<file path="src/rtl/bitfield_pkg.sv">
package bitfield_pkg;

  typedef enum logic [3:0] {
    OP_EXTRACT  = 4'd0,
    OP_INSERT   = 4'd1,
    OP_SWAPHALF = 4'd2,
    OP_SEXTBYTE = 4'd3,
    OP_SEXTHALF = 4'd4,
    OP_CNTZERO  = 4'd5,
    OP_CNTONE   = 4'd6,
    OP_ROTIMM   = 4'd7,
    OP_ROTREG   = 4'd8
  } bfOp_e;

  // strobes from control to datapath
  typedef struct packed {
    logic fieldExt;
    logic fieldIns;
    logic swapHalf;
    logic signExt;
    logic sextHalf;
    logic leadCount;
    logic countOnes;
    logic rotate;
    logic rotByReg;
  } bfStrobe_t;

endpackage

</file>
<file path="src/rtl/bitfield_ctrl.sv">
module bitfield_ctrl
  import bitfield_pkg::*;
(
  input  logic [3:0] opSel,
  output bfStrobe_t  strobe
);

  always_comb begin
    strobe = '0;
    case (opSel)
      OP_EXTRACT:  strobe.fieldExt  = 1'b1;
      OP_INSERT:   strobe.fieldIns  = 1'b1;
      OP_SWAPHALF: strobe.swapHalf  = 1'b1;
      OP_SEXTBYTE: strobe.signExt   = 1'b1;
      OP_SEXTHALF: begin
        strobe.signExt  = 1'b1;
        strobe.sextHalf = 1'b1;
      end
      OP_CNTZERO:  strobe.leadCount = 1'b1;
      OP_CNTONE: begin
        strobe.leadCount = 1'b1;
        strobe.countOnes = 1'b1;
      end
      OP_ROTIMM:   strobe.rotate    = 1'b1;
      OP_ROTREG: begin
        strobe.rotate   = 1'b1;
        strobe.rotByReg = 1'b1;
      end
      default:     strobe = '0;
    endcase
  end

endmodule

</file>
<file path="src/rtl/bitfield_field.sv">
module bitfield_field #(
  parameter int DATA_W = 32,
  localparam int SH_W  = $clog2(DATA_W)
) (
  input  logic [DATA_W-1:0] rsVal,
  input  logic [DATA_W-1:0] oldVal,
  input  logic [SH_W-1:0]   posField,
  input  logic [SH_W-1:0]   sizeField,
  output logic [DATA_W-1:0] extOut,
  output logic [DATA_W-1:0] insOut
);

  localparam logic [DATA_W-1:0] ALL_ONES = {DATA_W{1'b1}};

  logic [SH_W-1:0]   topGap;
  logic [DATA_W-1:0] lowMask;
  logic [DATA_W-1:0] insMask;
  logic [DATA_W-1:0] shiftedDown;
  logic [DATA_W-1:0] shiftedUp;

  // ones in bits sizeField..0
  assign topGap      = SH_W'(DATA_W - 1) - sizeField;
  assign lowMask     = ALL_ONES >> topGap;
  assign shiftedDown = rsVal >> posField;
  assign shiftedUp   = rsVal << posField;
  // ones in bits sizeField..posField, empty when sizeField < posField
  assign insMask     = lowMask & (ALL_ONES << posField);

  assign extOut = shiftedDown & lowMask;
  assign insOut = (oldVal & ~insMask) | (shiftedUp & insMask);

endmodule

</file>
<file path="src/rtl/bitfield_leadcount.sv">
module bitfield_leadcount #(
  parameter int DATA_W = 32,
  localparam int CNT_W = $clog2(DATA_W) + 1
) (
  input  logic [DATA_W-1:0] srcVal,
  input  logic              countOnes,
  output logic [CNT_W-1:0]  count
);

  logic [DATA_W-1:0] probe;
  logic              found;

  assign probe = countOnes ? ~srcVal : srcVal;

  always_comb begin
    count = CNT_W'(DATA_W);
    found = 1'b0;
    for (int i = DATA_W - 1; i >= 0; i--) begin
      if (!found && probe[i]) begin
        count = CNT_W'(DATA_W - 1 - i);
        found = 1'b1;
      end
    end
  end

endmodule

</file>
<file path="src/rtl/bitfield_rotator.sv">
module bitfield_rotator #(
  parameter int DATA_W = 32,
  localparam int SH_W  = $clog2(DATA_W)
) (
  input  logic [DATA_W-1:0] srcVal,
  input  logic [SH_W-1:0]   amount,
  output logic [DATA_W-1:0] rotOut
);

  logic [DATA_W-1:0] stage [SH_W+1];

  assign stage[0] = srcVal;

  for (genvar k = 0; k < SH_W; k++) begin : g_stage
    localparam int STEP = 1 << k;
    assign stage[k+1] = amount[k]
                      ? {stage[k][STEP-1:0], stage[k][DATA_W-1:STEP]}
                      : stage[k];
  end

  assign rotOut = stage[SH_W];

endmodule

</file>
<file path="src/rtl/bitfield_datapath.sv">
module bitfield_datapath
  import bitfield_pkg::*;
#(
  parameter int DATA_W = 32,
  localparam int SH_W  = $clog2(DATA_W),
  localparam int CNT_W = SH_W + 1,
  localparam int HALVES = DATA_W / 16
) (
  input  bfStrobe_t         strobe,
  input  logic [DATA_W-1:0] rsVal,
  input  logic [DATA_W-1:0] rtVal,
  input  logic [SH_W-1:0]   posField,
  input  logic [SH_W-1:0]   sizeField,
  output logic [DATA_W-1:0] result
);

  logic [DATA_W-1:0] extOut;
  logic [DATA_W-1:0] insOut;
  logic [DATA_W-1:0] swapOut;
  logic [DATA_W-1:0] sextOut;
  logic [DATA_W-1:0] rotOut;
  logic [CNT_W-1:0]  countOut;
  logic [SH_W-1:0]   rotAmount;

  bitfield_field #(.DATA_W(DATA_W)) u_field (
    .rsVal     (rsVal),
    .oldVal    (rtVal),
    .posField  (posField),
    .sizeField (sizeField),
    .extOut    (extOut),
    .insOut    (insOut)
  );

  bitfield_leadcount #(.DATA_W(DATA_W)) u_count (
    .srcVal    (rsVal),
    .countOnes (strobe.countOnes),
    .count     (countOut)
  );

  assign rotAmount = strobe.rotByReg ? rtVal[SH_W-1:0] : posField;

  bitfield_rotator #(.DATA_W(DATA_W)) u_rot (
    .srcVal (rsVal),
    .amount (rotAmount),
    .rotOut (rotOut)
  );

  for (genvar h = 0; h < HALVES; h++) begin : g_swap
    assign swapOut[16*h +: 16] = {rsVal[16*h +: 8], rsVal[16*h+8 +: 8]};
  end

  assign sextOut = strobe.sextHalf
                 ? {{(DATA_W-16){rsVal[15]}}, rsVal[15:0]}
                 : {{(DATA_W-8){rsVal[7]}},  rsVal[7:0]};

  always_comb begin
    if (strobe.fieldExt)       result = extOut;
    else if (strobe.fieldIns)  result = insOut;
    else if (strobe.swapHalf)  result = swapOut;
    else if (strobe.signExt)   result = sextOut;
    else if (strobe.leadCount) result = DATA_W'(countOut);
    else if (strobe.rotate)    result = rotOut;
    else                       result = '0;
  end

endmodule

</file>
<file path="src/rtl/bitfield_unit.sv">
module bitfield_unit
  import bitfield_pkg::*;
(
  input  logic [3:0]  opSel,
  input  logic [31:0] rsVal,
  input  logic [31:0] rtVal,
  input  logic [4:0]  posField,
  input  logic [4:0]  sizeField,
  output logic [31:0] result
);

  bfStrobe_t strobe;

  bitfield_ctrl u_ctrl (
    .opSel  (opSel),
    .strobe (strobe)
  );

  bitfield_datapath #(.DATA_W(32)) u_dp (
    .strobe    (strobe),
    .rsVal     (rsVal),
    .rtVal     (rtVal),
    .posField  (posField),
    .sizeField (sizeField),
    .result    (result)
  );

endmodule

</file>
<file path="config.mk">
export PLATFORM = sky130hd
export DESIGN_NAME = bitfield_unit
export DESIGN_NICKNAME = d
export VERILOG_FILES = /design/src/rtl/bitfield_pkg.sv /design/src/rtl/bitfield_ctrl.sv /design/src/rtl/bitfield_field.sv /design/src/rtl/bitfield_leadcount.sv /design/src/rtl/bitfield_rotator.sv /design/src/rtl/bitfield_datapath.sv /design/src/rtl/bitfield_unit.sv
export SDC_FILE = /design/constraint.sdc
export NUM_CORES = 1
export LEC_CHECK = 0
export ABC_AREA = 1
export BUFFER_PORTS_ARGS = -buffer_cell sky130_fd_sc_hd__buf_2
export CORE_MARGIN = 1
export CORE_UTILIZATION = 45
export DETAILED_ROUTE_END_ITERATION = 6
export PLACE_DENSITY = 0.64
export SYNTH_ARGS = -nofsm -noshare
export SYNTH_HDL_FRONTEND = slang
export SYNTH_SLANG_ARGS = --single-unit
</file>
<file path="constraint.sdc">
create_clock -name vclk -period 9.4
set_clock_uncertainty 0.2 [all_clocks]
set_input_delay 2.82 -clock vclk [all_inputs]
set_output_delay 2.82 -clock vclk [all_outputs]
set_load 0.01 [all_outputs]
</file>
==> run metrics, run 1 <==
final-report max-slew violation count 0; first-pass GRT wire length just over 60 mm; Max-Cap Viols 0; status complete, but fails checks; clock buf count 0; Yosys top cell by area nand2_1; Post-DRT Antenna Nets 0; Tightest Hold Check Type in -> out; DRT Pass-1 Iters 7; Ys Warns 0; Initial Utilization between 40% and 50%; worst endpoint required time about 6.4 ns; syn_area_per_cell 4.86 um2; HPWL after detailed placement 35.1 mm; Via density 6.48; maximum number of pins on one net before global-route repair 56; port bufs 110; startpoint types input pin; RSZ-0062 raised after global routing true; gr usage total roughly 50%; Slew headroom 41.6%; share of cells above drive strength 1 between 15 and 20%; Gate Count Post-Synth roughly 1500; syn_nets between 1500 and 2000; FP Rows 46; Final min period between 9 and 10 ns; setup ws final approximately 0.050 ns; count of cell types in the netlist 49; Routed WL per cell 24.3 um; core area between 15000 and 20000 um2; fin nets around 1700; Max Freq ~110 MHz; fin cells between 1500 and 2000; fin crit share slightly below 100%; final hold viol count 0; crit end category primary output; pre-CTS setup slack between 0.1 and 0.15 ns; CP Class in -> out; crit-path max FO 23; number of global-route vias before repair ~10000; most frequent cells in the layout nand2_1, inv_1, o21ai_0, nor2_1, a21oi_1; WP data arrival approximately 6.3 ns; worst hold slack just under 6 ns; Synth area leaders nand2_1, o21ai_0, inv_1; DRC 1; Seq/Total Area, Yosys 0%; Setup crit start posField[1]; Slew @ Worst Pin 0.867 ns; register area 0 um2; Placed Instances roughly 1800; Worst Setup EP result[29]; most common cell after layout, fill and taps aside nand2_1; Initial DRC Count between 1500 and 2000; total number of vias around 12000; failing checks design-rule violations; Placer Congestion 1.15; initial antenna violation count 2; Syn Std Cell Area around 7500 um2; die area about 17000 um2; FFs & Latches 0; chip height 131 um; Routed WL between 40 and 50 mm; I/O pin count 110; Final setup viols 0; Area growth, synth to finish 17.2%; total global routing overflow 0; CTS hold repair buffers 0; Die Width between 100 and 150 um; Yosys top cell area share roughly a fifth
[cell type report]
type               count  area [um2]
fillers             1757        7320
repair buffers       177        1140
diodes                 2        5.00
multi-input cells   1211        6490
inverters            219         833
well taps            216         270
[cells in the mapped netlist, types with 4 or more instances]
cell type,count
buf_2,6
o21a_1,31
a31oi_1,12
nand3b_1,4
nor3_1,9
inv_1,211
clkbuf_1,80
o221ai_1,11
inv_2,5
o211ai_1,30
a22oi_1,6
o21ai_1,15
nand2_1,406
o2111ai_1,11
nor2_2,5
a21oi_1,112
o21ai_0,196
nor2_1,146
nand3_1,63
a221oi_1,5
a211oi_1,7
o22ai_1,10
buf_1,17
a311oi_1,6
nand4_2,5
xor2_1,27
or2_2,4
mux2i_1,33
nand4_1,20
nor2_4,4
o311ai_0,5
a2111oi_0,4
[how the worst min path moves through the flow]
stage                            end  cells past startpoint       from  slack (ns)
final                     result[15]                      4  rtVal[15]        5.79
after floorplan           result[24]                      2  rsVal[16]        5.58
after detailed placement  result[15]                      4  rtVal[15]        5.79
after global routing      result[15]                      4  rtVal[15]        5.81
after global placement    result[15]                      4  rtVal[15]        5.78
after CTS                 result[15]                      4  rtVal[15]        5.79
[critical path, stage by stage]
cell,delay [ns]
buf_2,0.23
clkinv_1,0.61
buf_4,0.45
nand2_1,0.09
o21ai_0,0.14
nand2_1,0.09
o21ai_0,0.27
nand2_1,0.14
o2111ai_1,0.24
o211ai_1,0.17
o21ai_0,0.19
a221oi_1,0.51
o41ai_1,0.19
buf_2,0.19
[kinds of logic after synthesis]
logic type,synth area share (%)
AND/OR/NAND/NOR,38.1
XOR/XNOR,3.54
buffers and inverters,16.5
multiplexers,4.58
AO/OA/AOI/OAI,37.2
[per-stage QoR]
step	cell area, um2	utilization (%)	TNS, ns
global route	8730	54.4	-0.252
global placement	8380	52.2	0
detailed placement	8380	52.2	0
floorplan	7460	-	0
CTS	8380	52.2	0
finish	8730	54.4	0
[layer usage]
layer | vias to the layer above | track usage, % | part of all wire, %
met5 | - | 0 | 0
met4 | 0 | 43.7 | 11
met3 | 296 | 12.1 | 13
met2 | 1061 | 73.5 | 40
met1 | 5188 | 60.3 | 36
li1 | 5280 | - | -
[repair_timing]
| item | CTS | global route |
|---|---|---|
| endpoints found under the setup margin | 0 | 8 |
| gates resized for setup | 0 | 63 |
| buffers inserted | 0 | 9 |
==> inputs of run 2 (changes only) <==
--- a/config.mk
+++ b/config.mk
@@ -7,10 +7,12 @@
 export LEC_CHECK = 0
 export ABC_AREA = 1
 export BUFFER_PORTS_ARGS = -buffer_cell sky130_fd_sc_hd__buf_2
+export CELL_PAD_IN_SITES_DETAIL_PLACEMENT = 0
+export CELL_PAD_IN_SITES_GLOBAL_PLACEMENT = 1
 export CORE_MARGIN = 1
-export CORE_UTILIZATION = 45
+export CORE_UTILIZATION = 40
 export DETAILED_ROUTE_END_ITERATION = 6
-export PLACE_DENSITY = 0.64
+export PLACE_DENSITY = 0.85
 export SYNTH_ARGS = -nofsm -noshare
 export SYNTH_HDL_FRONTEND = slang
 export SYNTH_SLANG_ARGS = --single-unit
==> constraint.sdc (replaced) <==
create_clock -name vclk -period 9.4
set_clock_uncertainty 0.2 [all_clocks]
set_input_delay 2.82 -clock vclk [all_inputs]
set_output_delay 2.82 -clock vclk [all_outputs]
set_load 0.02 [all_outputs]
==> run 2 against run 1 <==
Compared with the run above:
- the run still ends with design-rule violations left
- worst hold slack improved by 0.053 ns
- global-route usage fell by 6.5 points
- clock-buffer cell count did not move
- first-iteration DRC count fell by 16%
- critical endpoint is now result[16]
- non-clock buffer count fell by 15
- final cell count fell by 0.27%
- critical path depth rose by 1
- sequential share of layout area did not move
- fmax rose by 1.1%
- highest routed layer unchanged
==> run metrics, run 2 (synthesis results as in run 1) <==
worst endpoint required time 6.38 ns (about the same); crit end category primary output; WP data arrival 6.23 ns (-0.10 ns); worst hold slack 5.84 ns (+0.0531 ns); PD cells roughly 63 nW/um2; number of global-route vias before repair 10200 (+2.5%); DRC 15 (+14); startpoint types input pin; hold path start rtVal[15]; routed wl met3 4.05 mm (-31%); I/O pin count 110 (unchanged); first-pass GRT wire length 62.6 mm (+1.3%); Slew @ Worst Pin 0.906 ns (+0.0389 ns); most common cell after layout, fill and taps aside nand2_1; Top Layer Used met4; chip height 139 um (+6.0%); gr usage total 43.3% (-6.5 points); Max Freq 108 MHz (+1.1%); CP Class in -> out; clock buf count 0 (unchanged); Final setup viols 0 (unchanged); Routed WL 42.9 mm (-3.1%); final hold viol count 0 (unchanged); Area growth, synth to finish 12.7%; Routed WL per cell 23.6 um (-2.9%); M1 wire length 16.6 mm (+4.5%); Placer Congestion 1.09 (-4.8%); setup ws final 0.147 ns (+0.0973 ns); die area 19200 um2 (+12%); Initial DRC Count 1610 (-16%); fin nets 1671 (-0.95%); Tot Pwr 0.532 mW; Final min period 9.25 ns (-0.0973 ns); share of cells above drive strength 1 12.8% (-2.4 points); most frequent cells in the layout nand2_1, inv_1, o21ai_0, nor2_1, a21oi_1; Via density 6.17 (-4.8%); Post-DRT Antenna Nets 0 (unchanged); Critical Path, Cell by Cell buf_2, inv_1, buf_12, a21oi_1, inv_1, o21ai_0, nor2_1, a31oi_1, nor2_1, nor2_1, o21ai_0, a2111oi_0, buf_4, o21ai_1, buf_2; leak pwr ~4.2 nW; critical path's most frequent cell nor2_1; HPWL after detailed placement 35.0 mm (-0.31%); failing checks design-rule violations; fin cells 1820 (-0.27%); # diodes 0 (-2); total global routing overflow 0 (unchanged); instance area at placement 8360 um2 (-0.22%); Finished Cell Area 8400 um2 (-3.8%); Slew headroom 39.6% (-2.0 points); initial antenna violation count 0 (-2); port bufs 110 (unchanged); FFs & Latches 0 (unchanged); Max-Cap Viols 0 (unchanged); register area 0 um2 (unchanged); Die Width 139 um (+6.0%); DRT Pass-1 Iters 7 (unchanged); pre-CTS setup slack 0.192 ns (+0.0678 ns); WL met2 18.2 mm (+2.2%); Critical Path Slowest Stage Cell o21ai_0; Placed Instances 1818 (+0.28%); Tightest Hold Check Type in -> out; Setup crit start posField[0]; total number of vias 11200 (-5.1%); FP Rows 49 (+6.5%); crit-path max FO 46 (+100%); maximum number of pins on one net before global-route repair 65 (+16%); Max stage delay on crit path 0.48 ns (-0.13 ns); fin crit share 98.4% (-1.0 points); core area 18100 um2 (+13%); CTS hold repair buffers 0 (unchanged); VDD IR-drop max ~0.000027 V; final-report max-slew violation count 0 (unchanged); status complete, but fails checks; Initial Utilization 41.2% (-5.2 points)
==> run 2: changes by cell type in the layout (fill, tap and decap cells not counted), moves of 5 or more <==
cell	change
nand2_1	+14
nand2_2	-10
buf_4	-16
nor2_4	-5
==> run 2: what timing repair did <==
item                                    4_1_cts  5_1_grt
setup buffers                                 0        2
gates resized for setup                       0        5
endpoints found under the setup margin        0        7
endpoints found under the hold margin         0        0
==> run 2: cell type report <==
| class | count | area [um2] |
|---|---|---|
| timing repair buffer | 162 | 1000 |
| multi-input combinational | 1210 | 6290 |
| inverter | 219 | 822 |
| tap | 229 | 287 |
| fill | 2143 | 9690 |
==> run 2: final timing paths <==
kind,end,slack [ns],depth (start not counted)
max,result[16],0.15,15
min,result[15],5.84,4
==> run 2: report_power, final <==
part           internal [mW]  switching (mW)
sequential                 0               0
clock                      0               0
combinational          0.154           0.378
==> run 2: routing by layer <==
metal	vias to the layer above	track usage [%]
met4	0	34.7
met1	5048	53.7
met5	-	0
li1	5231	-
met2	746	68.6
met3	200	4.54
==> run 2: worst max-delay path, delay by kind of cell <==
family	cells	cell delay, ns
buf+inv	6	1.28
compound gates	6	1.67
simple gates	3	0.44
==> run 2: stage by stage <==
stage	setup TNS, ns	util [%]
floorplan	0	-
global placement	0	46.2
detailed placement	0	46.2
CTS	0	46.2
global route	-0.00706	46.4
finish	0	46.4
(Power assumes the default switching activity.)
